$ cat config.mk
export PLATFORM = sky130hd
export DESIGN_NAME = irq_aggregator
export DESIGN_NICKNAME = d
export VERILOG_FILES = /design/src/rtl/irq_aggregator.sv
export SDC_FILE = /design/constraint.sdc
export NUM_CORES = 1
export LEC_CHECK = 0
export ABC_AREA = 1
export BUFFER_PORTS_ARGS = -buffer_cell sky130_fd_sc_hd__buf_2
export CAP_MARGIN = 25
export CORE_MARGIN = 5
export CORE_UTILIZATION = 30
export DETAILED_ROUTE_END_ITERATION = 6
export GPL_TIMING_DRIVEN = 1
export HOLD_SLACK_MARGIN = 0.02
export PLACE_DENSITY = 0.48
export SYNTH_ARGS = -nofsm -noshare
export SYNTH_HDL_FRONTEND = slang
export SYNTH_SLANG_ARGS = --single-unit
export TNS_END_PERCENT = 1
$ cat constraint.sdc
create_clock -name clk -period 2.9 [get_ports clk]
set_input_delay 0.58 -clock clk [delete_from_list [all_inputs] [get_ports clk]]
set_output_delay 0.58 -clock clk [all_outputs]
set_load 0.05 [all_outputs]
$ cat src/rtl/irq_aggregator.sv
module irq_aggregator #(
  parameter int ADDR_W = 8
) (
  input  logic              clk,
  input  logic              rst_n,
  input  logic [31:0]       irq_in,
  input  logic              reg_wr,
  input  logic [ADDR_W-1:0] reg_addr,
  input  logic [31:0]       reg_wdata,
  output logic [31:0]       reg_rdata,
  output logic              irq_out
);

  localparam logic [ADDR_W-1:0] A_STAT = ADDR_W'('h00);
  localparam logic [ADDR_W-1:0] A_EN   = ADDR_W'('h04);
  localparam logic [ADDR_W-1:0] A_SET  = ADDR_W'('h08);
  localparam logic [ADDR_W-1:0] A_CLR  = ADDR_W'('h0C);
  localparam logic [ADDR_W-1:0] A_POL  = ADDR_W'('h10);
  localparam logic [ADDR_W-1:0] A_EDGE = ADDR_W'('h14);

  logic [31:0] meta_q, sync_q, prev_q;
  logic [31:0] en_q, pol_q, edge_q, sticky_q;
  logic [31:0] set_vec, clr_vec, edge_hit, level_act, status;
  logic        known_addr;

  always_ff @(posedge clk or negedge rst_n) begin
    if (!rst_n) begin
      meta_q <= '0;
      sync_q <= '0;
      prev_q <= '0;
    end else begin
      meta_q <= irq_in;
      sync_q <= meta_q;
      prev_q <= sync_q;
    end
  end

  assign set_vec   = (reg_wr && reg_addr == A_SET) ? reg_wdata : '0;
  assign clr_vec   = (reg_wr && reg_addr == A_CLR) ? reg_wdata : '0;
  assign level_act = ~(sync_q ^ pol_q);
  assign edge_hit  = edge_q & ((pol_q & sync_q & ~prev_q) | (~pol_q & ~sync_q & prev_q));
  assign status    = sticky_q | (~edge_q & level_act);
  assign irq_out   = |(status & en_q);

  always_ff @(posedge clk or negedge rst_n) begin
    if (!rst_n) begin
      en_q     <= '0;
      pol_q    <= '0;
      edge_q   <= '0;
      sticky_q <= '0;
    end else begin
      sticky_q <= (sticky_q & ~clr_vec) | edge_hit | set_vec;
      if (reg_wr) begin
        case (reg_addr)
          A_EN:    en_q   <= reg_wdata;
          A_POL:   pol_q  <= reg_wdata;
          A_EDGE:  edge_q <= reg_wdata;
          default: ;
        endcase
      end
    end
  end

  assign known_addr = reg_addr inside {A_STAT, A_EN, A_SET, A_CLR, A_POL, A_EDGE};

  always_comb begin
    case (reg_addr)
      A_STAT:  reg_rdata = status;
      A_EN:    reg_rdata = en_q;
      A_POL:   reg_rdata = pol_q;
      A_EDGE:  reg_rdata = edge_q;
      default: reg_rdata = '0;
    endcase
  end


  no_enable_quiet_chk: assert property (@(posedge clk) disable iff (!rst_n)
    (en_q == '0) |-> !irq_out);


  sticky_hold_chk: assert property (@(posedge clk) disable iff (!rst_n)
    (($past(sticky_q) & ~$past(clr_vec)) & ~sticky_q) == '0);


  edge_beats_clear_chk: assert property (@(posedge clk) disable iff (!rst_n)
    ($past(edge_hit) & ~sticky_q) == '0);


  set_lands_chk: assert property (@(posedge clk) disable iff (!rst_n)
    ($past(set_vec) & ~sticky_q) == '0);


  enable_write_chk: assert property (@(posedge clk) disable iff (!rst_n)
    (reg_wr && reg_addr == A_EN) |=> (en_q == $past(reg_wdata)));


  stray_write_chk: assert property (@(posedge clk) disable iff (!rst_n)
    (reg_wr && !known_addr) |=> ($stable(en_q) && $stable(pol_q) && $stable(edge_q) && $stable(sticky_q)));

endmodule

Yosys cells after proc, flatten, opt, wreduce, memory -nomap -nowiden

Index checks and enable logic that the tools add are counted.

Bits in registers: 224
Output and inout port bits: 33
Logic and storage cells: 41
Input port bits: 75

Multiplexer cells: 3
Eq/ne operators: 5
Reductions and logical operators: 7
Bitwise operators: 19

Operators with widths:

| kind                 | count |
|---|---|
| $and A32 B32 Y32     | 8 |
| $not A32 Y32         | 6 |
| $or A32 B32 Y32      | 4 |
| $pmux W32 S4         | 1 |
| $mux W32             | 2 |
| $reduce_or A32 Y1    | 1 |
| $xor A32 B32 Y32     | 1 |
| $eq A8 B4 Y1 const B | 2 |
| $eq A8 B5 Y1 const B | 2 |
| $eq A8 B3 Y1 const B | 1 |
| $logic_not A8 Y1     | 1 |
| $reduce_and A2 Y1    | 3 |
| $logic_and A1 B1 Y1  | 2 |

Depth between registers and ports, before layout

Gate-level depths: netlist of run 1.

Word-level depth: 7
Mapped depth: 9
Mapped depth without buffers: 9

Worst setup path before layout of run 1

OpenSTA, ideal clock, no wires.

Kind: in2out
From: in reg_addr[0]
To: out reg_rdata[0]
Path slack: 0.471 ns
Data required time: 2.320 ns
Buffers on the path: 1
Stages: 8
Arrival time: 1.849 ns
Cells stage by stage: inv_2 nand2_2 nor2_4 nand2_1 inv_1 clkbuf_1 nand3_1 nand4_1

Cells in the longest elaborated chain, start to end: 2
Elaborated cells between the ends (all ways): 5
Classes of those cells: 3 x eq/ne; 1 x mux; 1 x reduce/logical

RTL lines:

| what                                 | RTL line | text |
|---|---|---|
| start: declaration                   | 8        | `input logic [ADDR_W-1:0] reg_addr,` |
| $eq A8 B5 Y1 (tied with other cells) | 67       | `case (reg_addr)` |
| $pmux W32 S4 (*)                     | 67       |  |
| end: declaration                     | 10       | `output logic [31:0] reg_rdata,` |

Mark *: on every way between the ends. The rest lies on a longest branch, timed or not.

Final worst setup path of run 1

From: in reg_addr[5]
To: out reg_rdata[18]

Same word-level chain as after synthesis.

==> results of run 1 <==
==> what timing repair did <==
item                       4_1_cts  5_1_grt
hold endpoints to repair         0        0
setup endpoints to repair        1        1
resized for setup                2        7
pin swaps                        0        1
hold buffers                     0        0
==> synth_stat cells (all sizes together) <==
| cell | number | share of area |
|---|---|---|
| buf | 37 | 0.018 |
| clkbuf | 8 | 0.0029 |
| dfrtp | 224 | 0.55 |
| ha | 64 | 0.078 |
| inv | 137 | 0.050 |
| nand2 | 315 | 0.12 |
| nand3 | 130 | 0.064 |
| nand4 | 32 | 0.019 |
| nor2 | 17 | 0.0094 |
| nor3 | 2 | 0.0032 |
| o211ai | 32 | 0.023 |
| o21ai | 97 | 0.047 |
| o21bai | 31 | 0.023 |
==> layer usage <==
| layer | track usage | routed length (um) |
|---|---|---|
| met5 | 0 | 13 |
| met4 | 0.0375 | 660 |
| met3 | 0.0288 | 1230 |
| met2 | 0.229 | 12500 |
| met1 | 0.214 | 13600 |
==> state kept, by name, indices dropped and copies added (netlist names) <==
name      flops
edge_q       32
sync_q       32
sticky_q     32
prev_q       32
pol_q        32
en_q         32
meta_q       32
==> layout make-up <==
cell class,instances,area [um^2],area share
timing repair buffer,135,837,0.0673
clock buffer,38,797,0.0641
multi-input combinational,720,3960,0.319
inverter,137,514,0.0413
clock inverter,11,164,0.0132
tap,448,561,0.0451
sequential,224,5610,0.451
==> critical path: stages <==
cell,delay [ns]
buf_2,0.10
nor2_2,0.24
nand3_1,0.24
nor2_4,0.34
buf_12,0.21
nand2_1,0.07
nand4_1,0.14
buf_2,0.30
==> per-stage QoR <==
stage / instance area [um^2] / hold WS [ns] / util
2_1_floorplan: 10300 / 0.284 / -
6_report: 12400 / 0.0303 / 0.369
4_1_cts: 12400 / 0.0376 / 0.369
3_3_place_gp: 11500 / 0.332 / 0.340
3_5_place_dp: 11500 / 0.335 / 0.340
5_1_grt: 12400 / 0.0632 / 0.369
==> power groups by stage <==
stage,Sequential (mW),Combinational [mW],Clock (mW)
after floorplan,3.44,0.299,0
after global placement,3.48,0.552,0
after detailed placement,3.48,0.559,0
after CTS,3.42,0.566,3.75
after global routing,3.44,0.647,3.87
final,3.42,0.560,3.61
==> cells by family (layout without fill, tap and decap cells) <==
logic type                 after synthesis  in the layout
adders and majority gates               64             64
and+or+nand+nor                        496            496
DFF                                    224            224
AOI/OAI and AO/OA                      160            160
buffers and inverters                  182            321
==> how the worst max path moves through the flow <==
stage	start	end	slack (ns)	cells after the start
2_1_floorplan	reg_addr[0]	reg_rdata[0]	0.47	8
3_3_place_gp	reg_addr[5]	reg_rdata[0]	0.17	8
3_5_place_dp	reg_addr[5]	reg_rdata[11]	0.14	8
4_1_cts	pol_q[17]	irq_out	0.04	10
5_1_grt	reg_addr[5]	reg_rdata[11]	0.02	8
6_report	reg_addr[5]	reg_rdata[18]	0.09	8
==> summary.txt, run 1 <==
STA
  • Layout Skew: roughly 0.008 ns
  • Final min period: between 2 and 3 ns
  • RSZ-0062 raised after global routing: false
  • Final setup margin: between 0.09 and 0.1 ns
  • Setup TNS: 0 ns
  • Tightest Pin Transition: approximately 0.62 ns
  • Max-slew headroom: 0.588
  • Max frequency: ~360 MHz
  • Final Cycle Share: 0.969
  • Final setup viols: 0
  • Max-slew violations: 0
  • Hold Vio Cnt, Final: 0

Power
  • Clk network pwr share: 0.476
  • Worst vdd ir: between 0.3 and 0.4 mV
  • Net Sw Power: between 1.5 and 2 mW
  • Switching part of the total: 0.241
  • Sequential share of power: 0.450
  • Power Dens Cells: roughly 610 nW/um^2
  • Int Pwr: between 5 and 6 mW
  • Comb pwr share: 0.074
  • Total power: between 7 and 8 mW
  • Leakage: between 6 and 7 nW

Cells and area
  • Layout area overhead: 21.1%
  • Post-route insts no fill: 1713
  • Commonest cells after routing, fill and taps aside: 309 x nand2_1, 224 x dfrtp_1, 133 x inv_1
  • Most common cell after layout, fill and taps aside: nand2_1
  • N_diodes: 0
  • Final nets: approximately 1400
  • Fillcell total: approximately 3500
  • Fraction of layout cells with a size suffix above 1: 0.163

Synth
  • Syn Nets: about 1300
  • Mapped Cells: roughly 1100
  • Post-synth cell types: 21
  • Simple-gate share of the synthesized area: 0.212
  • Main combinational cell family by area after synthesis: simple AND/OR/NAND/NOR gates
  • Cell Area, Synth: roughly 10000 um^2
  • Post-synthesis sequential element count: around 220
  • Mean Syn Cell Area: 9.12 um^2
  • Synth Area in Compound Gates: 0.0933
  • Sequential fraction of the synthesis area: 0.546
  • Yosys warns: 0
  • Multiplexer share of the synthesized area: 0
  • XOR/XNOR Fraction of Synth Area: 0
  • Adder-Cell Fraction of Synth Area: 0.0780

Setup path
  • Worst r2r dst: sticky_q[21]
  • WP data required: between 2 and 2.5 ns
  • Crit path capture type: output port
  • Launch point of the worst reg-to-reg path: sync_q[21]
  • R2R Setup Slk: about 1.8 ns
  • CP Launch Type: input pin
  • Cells on worst reg2reg path: 3
  • Crit-path max FO: 16
  • Crit path DAT: between 2 and 2.5 ns
  • Setup Crit Path Kind: input pin to output port

Route
  • Iter 0 DRT Violations: between 300 and 400
  • DRC viols: 0
  • ANT nets after route: 0
  • Routed vias/inst: between 4 and 5
  • Vias: between 7000 and 8000
  • Drt pass-1 iters: 5
  • Final wirelength: ~28 mm
  • DR WL/cell: about 16 um

Place
  • GPL Wtd Cong: 0.765
  • Dpl ws: 0.139 ns
  • Hpwl dp: slightly below 20 mm
  • Post-Place Cells: between 1500 and 2000
  • # port buffers: 107

Clocking
  • Longest Clk Path Bufs: 3
  • CTS root buffer: clkbuf_16
  • Clk_lat worst skew: ~0.53 ns
  • Post-CTS setup buffers: 0
  • CTS sink cnt: ~220
  • Htree depth: 1
  • CTS tree: done
  • Cts bufs inserted: 27
  • Clk pin slew, worst setup/hold paths: 0.06 ns

Global route
  • First-pass GRT wire length: ~45 mm
  • Total gr overflow: 0
  • Vias in the first global route: between 7000 and 8000
  • GRT Util Overall: 0.148
  • Initial antenna violation count: 1
  • Largest net degree at the start of global routing: 73

Die
  • Starting Density: 0.305
  • Die area: between 30000 and 40000 um^2
  • Core area: around 34000 um^2
  • Io pins: about 110
  • # rows: 67
  • Die height: 195 um
  • Die X: slightly below 200 um

Min path
  • Min-Delay Path Class: input pin to asynchronous set/reset pin

Run status
  • Status: finished clean

Job
  • Max-cap violations: 0
(Power assumes the default switching activity.)
==> inputs of run 2 (changes only) <==
- CORE_UTILIZATION: 30 -> 45
- PLACE_DENSITY: 0.48 -> 0.66
==> run 2 against run 1 <==
  * Sequential cell count unchanged
  * Highest routed layer unchanged
  * Global-route usage grew 4.9 points
  * Critical endpoint is now irq_out
  * Final cell count decreased by 10%
==> summary.txt, run 2 (synthesis gave the netlist of run 1 again) <==
Setup path
  • Setup Crit Path Kind: flop to output port
  • WP data required: between 2 and 2.5 ns
  • Crit path DAT: 2.14 ns
  • Crit-path max FO: 3
  • CP Launch Type: flop
  • Crit path capture type: output port

STA
  • Final Cycle Share: 0.939
  • RSZ-0062 raised after global routing: false
  • Max-slew violations: 0
  • Final min period: about 2.7 ns
  • Tightest Pin Transition: roughly 0.53 ns
  • Final setup margin: between 0.15 and 0.2 ns
  • Layout Skew: around 0.011 ns
  • Setup TNS: 0 ns
  • Worst hold margin: ~0.015 ns
  • Max frequency: approximately 370 MHz
  • Max-slew headroom: 0.644
  • Hold Vio Cnt, Final: 0
  • Final setup viols: 0

Route
  • ANT nets after route: 0
  • DR WL/cell: approximately 16 um
  • Routed vias/inst: approximately 5.2
  • Vias: 7995
  • Iter 0 DRT Violations: around 580
  • Drt pass-1 iters: 5
  • Final wirelength: roughly 25 mm
  • DRC viols: 0

Power
  • Leakage: between 6 and 7 nW
  • Worst vdd ir: approximately 0.46 mV
  • Comb pwr share: 0.076
  • Net Sw Power: between 1.5 and 2 mW
  • Int Pwr: around 5.4 mW
  • Switching part of the total: 0.237
  • Clk network pwr share: 0.443
  • Power Dens Cells: a little under 600 nW/um^2
  • Sequential share of power: 0.481

Global route
  • First-pass GRT wire length: 41.6 mm
  • Initial antenna violation count: 2
  • Vias in the first global route: approximately 8000
  • Total gr overflow: 0
  • GRT Util Overall: 0.196
  • Largest net degree at the start of global routing: 66

Cells and area
  • Layout area overhead: 17.4%
  • Fraction of layout cells with a size suffix above 1: 0.148
  • Commonest cells after routing, fill and taps aside: 311 x nand2_1, 224 x dfrtp_1, 133 x inv_1
  • Most common cell after layout, fill and taps aside: nand2_1
  • Final nets: 1378
  • N_diodes: 0

Min path
  • Min-Delay Path Class: input pin to asynchronous set/reset pin

Die
  • Die height: ~160 um
  • Starting Density: 0.455
  • Die area: about 26000 um^2
  • Die X: about 160 um
  • # rows: between 50 and 60
  • Io pins: around 110
  • Core area: around 23000 um^2

Run status
  • Status: finished clean

Job
  • Max-cap violations: 0

Clocking
  • CTS root buffer: clkbuf_16
  • CTS tree: done
  • Cts bufs inserted: 25
  • Clk pin slew, worst setup/hold paths: 0.06 ns
  • Clk_lat worst skew: ~0.52 ns
  • Longest Clk Path Bufs: 3
  • Htree depth: 1
  • CTS sink cnt: between 200 and 250

Place
  • GPL Wtd Cong: approximately 0.79
  • Hpwl dp: around 17 mm
  • Dpl ws: ~0.24 ns
  • # port buffers: between 100 and 150
[run 2: cell count changes in the layout (fill, tap and decap cells not counted), sizes merged]
cell	before	now
buf	135	130
bufinv	4	2
clkinvlp	2	0
clkbuf	38	39
clkinv	4	3
inv	138	137
[run 2: layout make-up]
| type | count | area, um^2 |
|---|---|---|
| fill | 2079 | 10500 |
| sequential | 224 | 5610 |
| multi-input combinational | 720 | 3940 |
| timing repair buffer | 131 | 816 |
| clock buffer | 38 | 744 |
| inverter | 137 | 514 |
| tap | 285 | 357 |
| clock inverter | 5 | 78.8 |
[run 2: repair_timing]
item                                   in CTS  in global routing
endpoints found under the hold margin       0                  0
gates resized for setup                     0                  2
setup buffers                               0                  0
hold buffers                                0                  0
setup endpoints to repair                   0                  1
[run 2: per-layer routing]
metal / wire (um) / GRT usage / vias to the layer above
met1: 11300 / 0.267 / 3819
met4: 728 / 0.0582 / 4
met2: 11600 / 0.323 / 223
met3: 1590 / 0.0373 / 55
met5: 28 / 0 / -
li1: - / - / 3894
[run 2: power by group through the flow]
stage | sequential (mW) | clock, mW | combinational (mW)
2_1_floorplan | 3.44 | 0 | 0.299
3_3_place_gp | 3.47 | 0 | 0.532
3_5_place_dp | 3.47 | 0 | 0.543
4_1_cts | 3.42 | 3.23 | 0.548
5_1_grt | 3.44 | 3.37 | 0.626
6_report | 3.42 | 3.15 | 0.540
[run 2: worst max-delay path, stage by stage, from the launching register on]
cell      delay, ns
dfrtp_1        0.38
inv_1          0.07
ha_1           0.28
o21bai_1       0.20
nand2_1        0.13
nand2_1        0.11
nor2_1         0.06
nand2_1        0.06
nor2_1         0.04
nand2_1        0.06
clkbuf_4       0.24
[run 2: worst paths after layout]
kind,to,depth (start not counted),from,slack (ns)
worst max-delay path,irq_out,10,pol_q[7],0.18
worst min-delay path,meta_q[19],1,rst_n,0.02
worst max register to register,sticky_q[20],6,sync_q[20],1.83
worst min register to register,sync_q[2],0,meta_q[2],0.34
max in group asynchronous,edge_q[2],2,rst_n,2.14
min in group clk,meta_q[26],1,irq_in[26],0.16
[run 2: through the flow]
stage / power, mW / area (um^2) / util / cells
finish: 7.11 / 12100 / 0.534 / 1540
floorplan: 3.73 / 10300 / - / 1126
global route: 7.43 / 12100 / 0.534 / 1540
global placement: 4.00 / 11200 / 0.498 / 1497
CTS: 7.20 / 12100 / 0.534 / 1540
detailed placement: 4.02 / 11200 / 0.498 / 1497
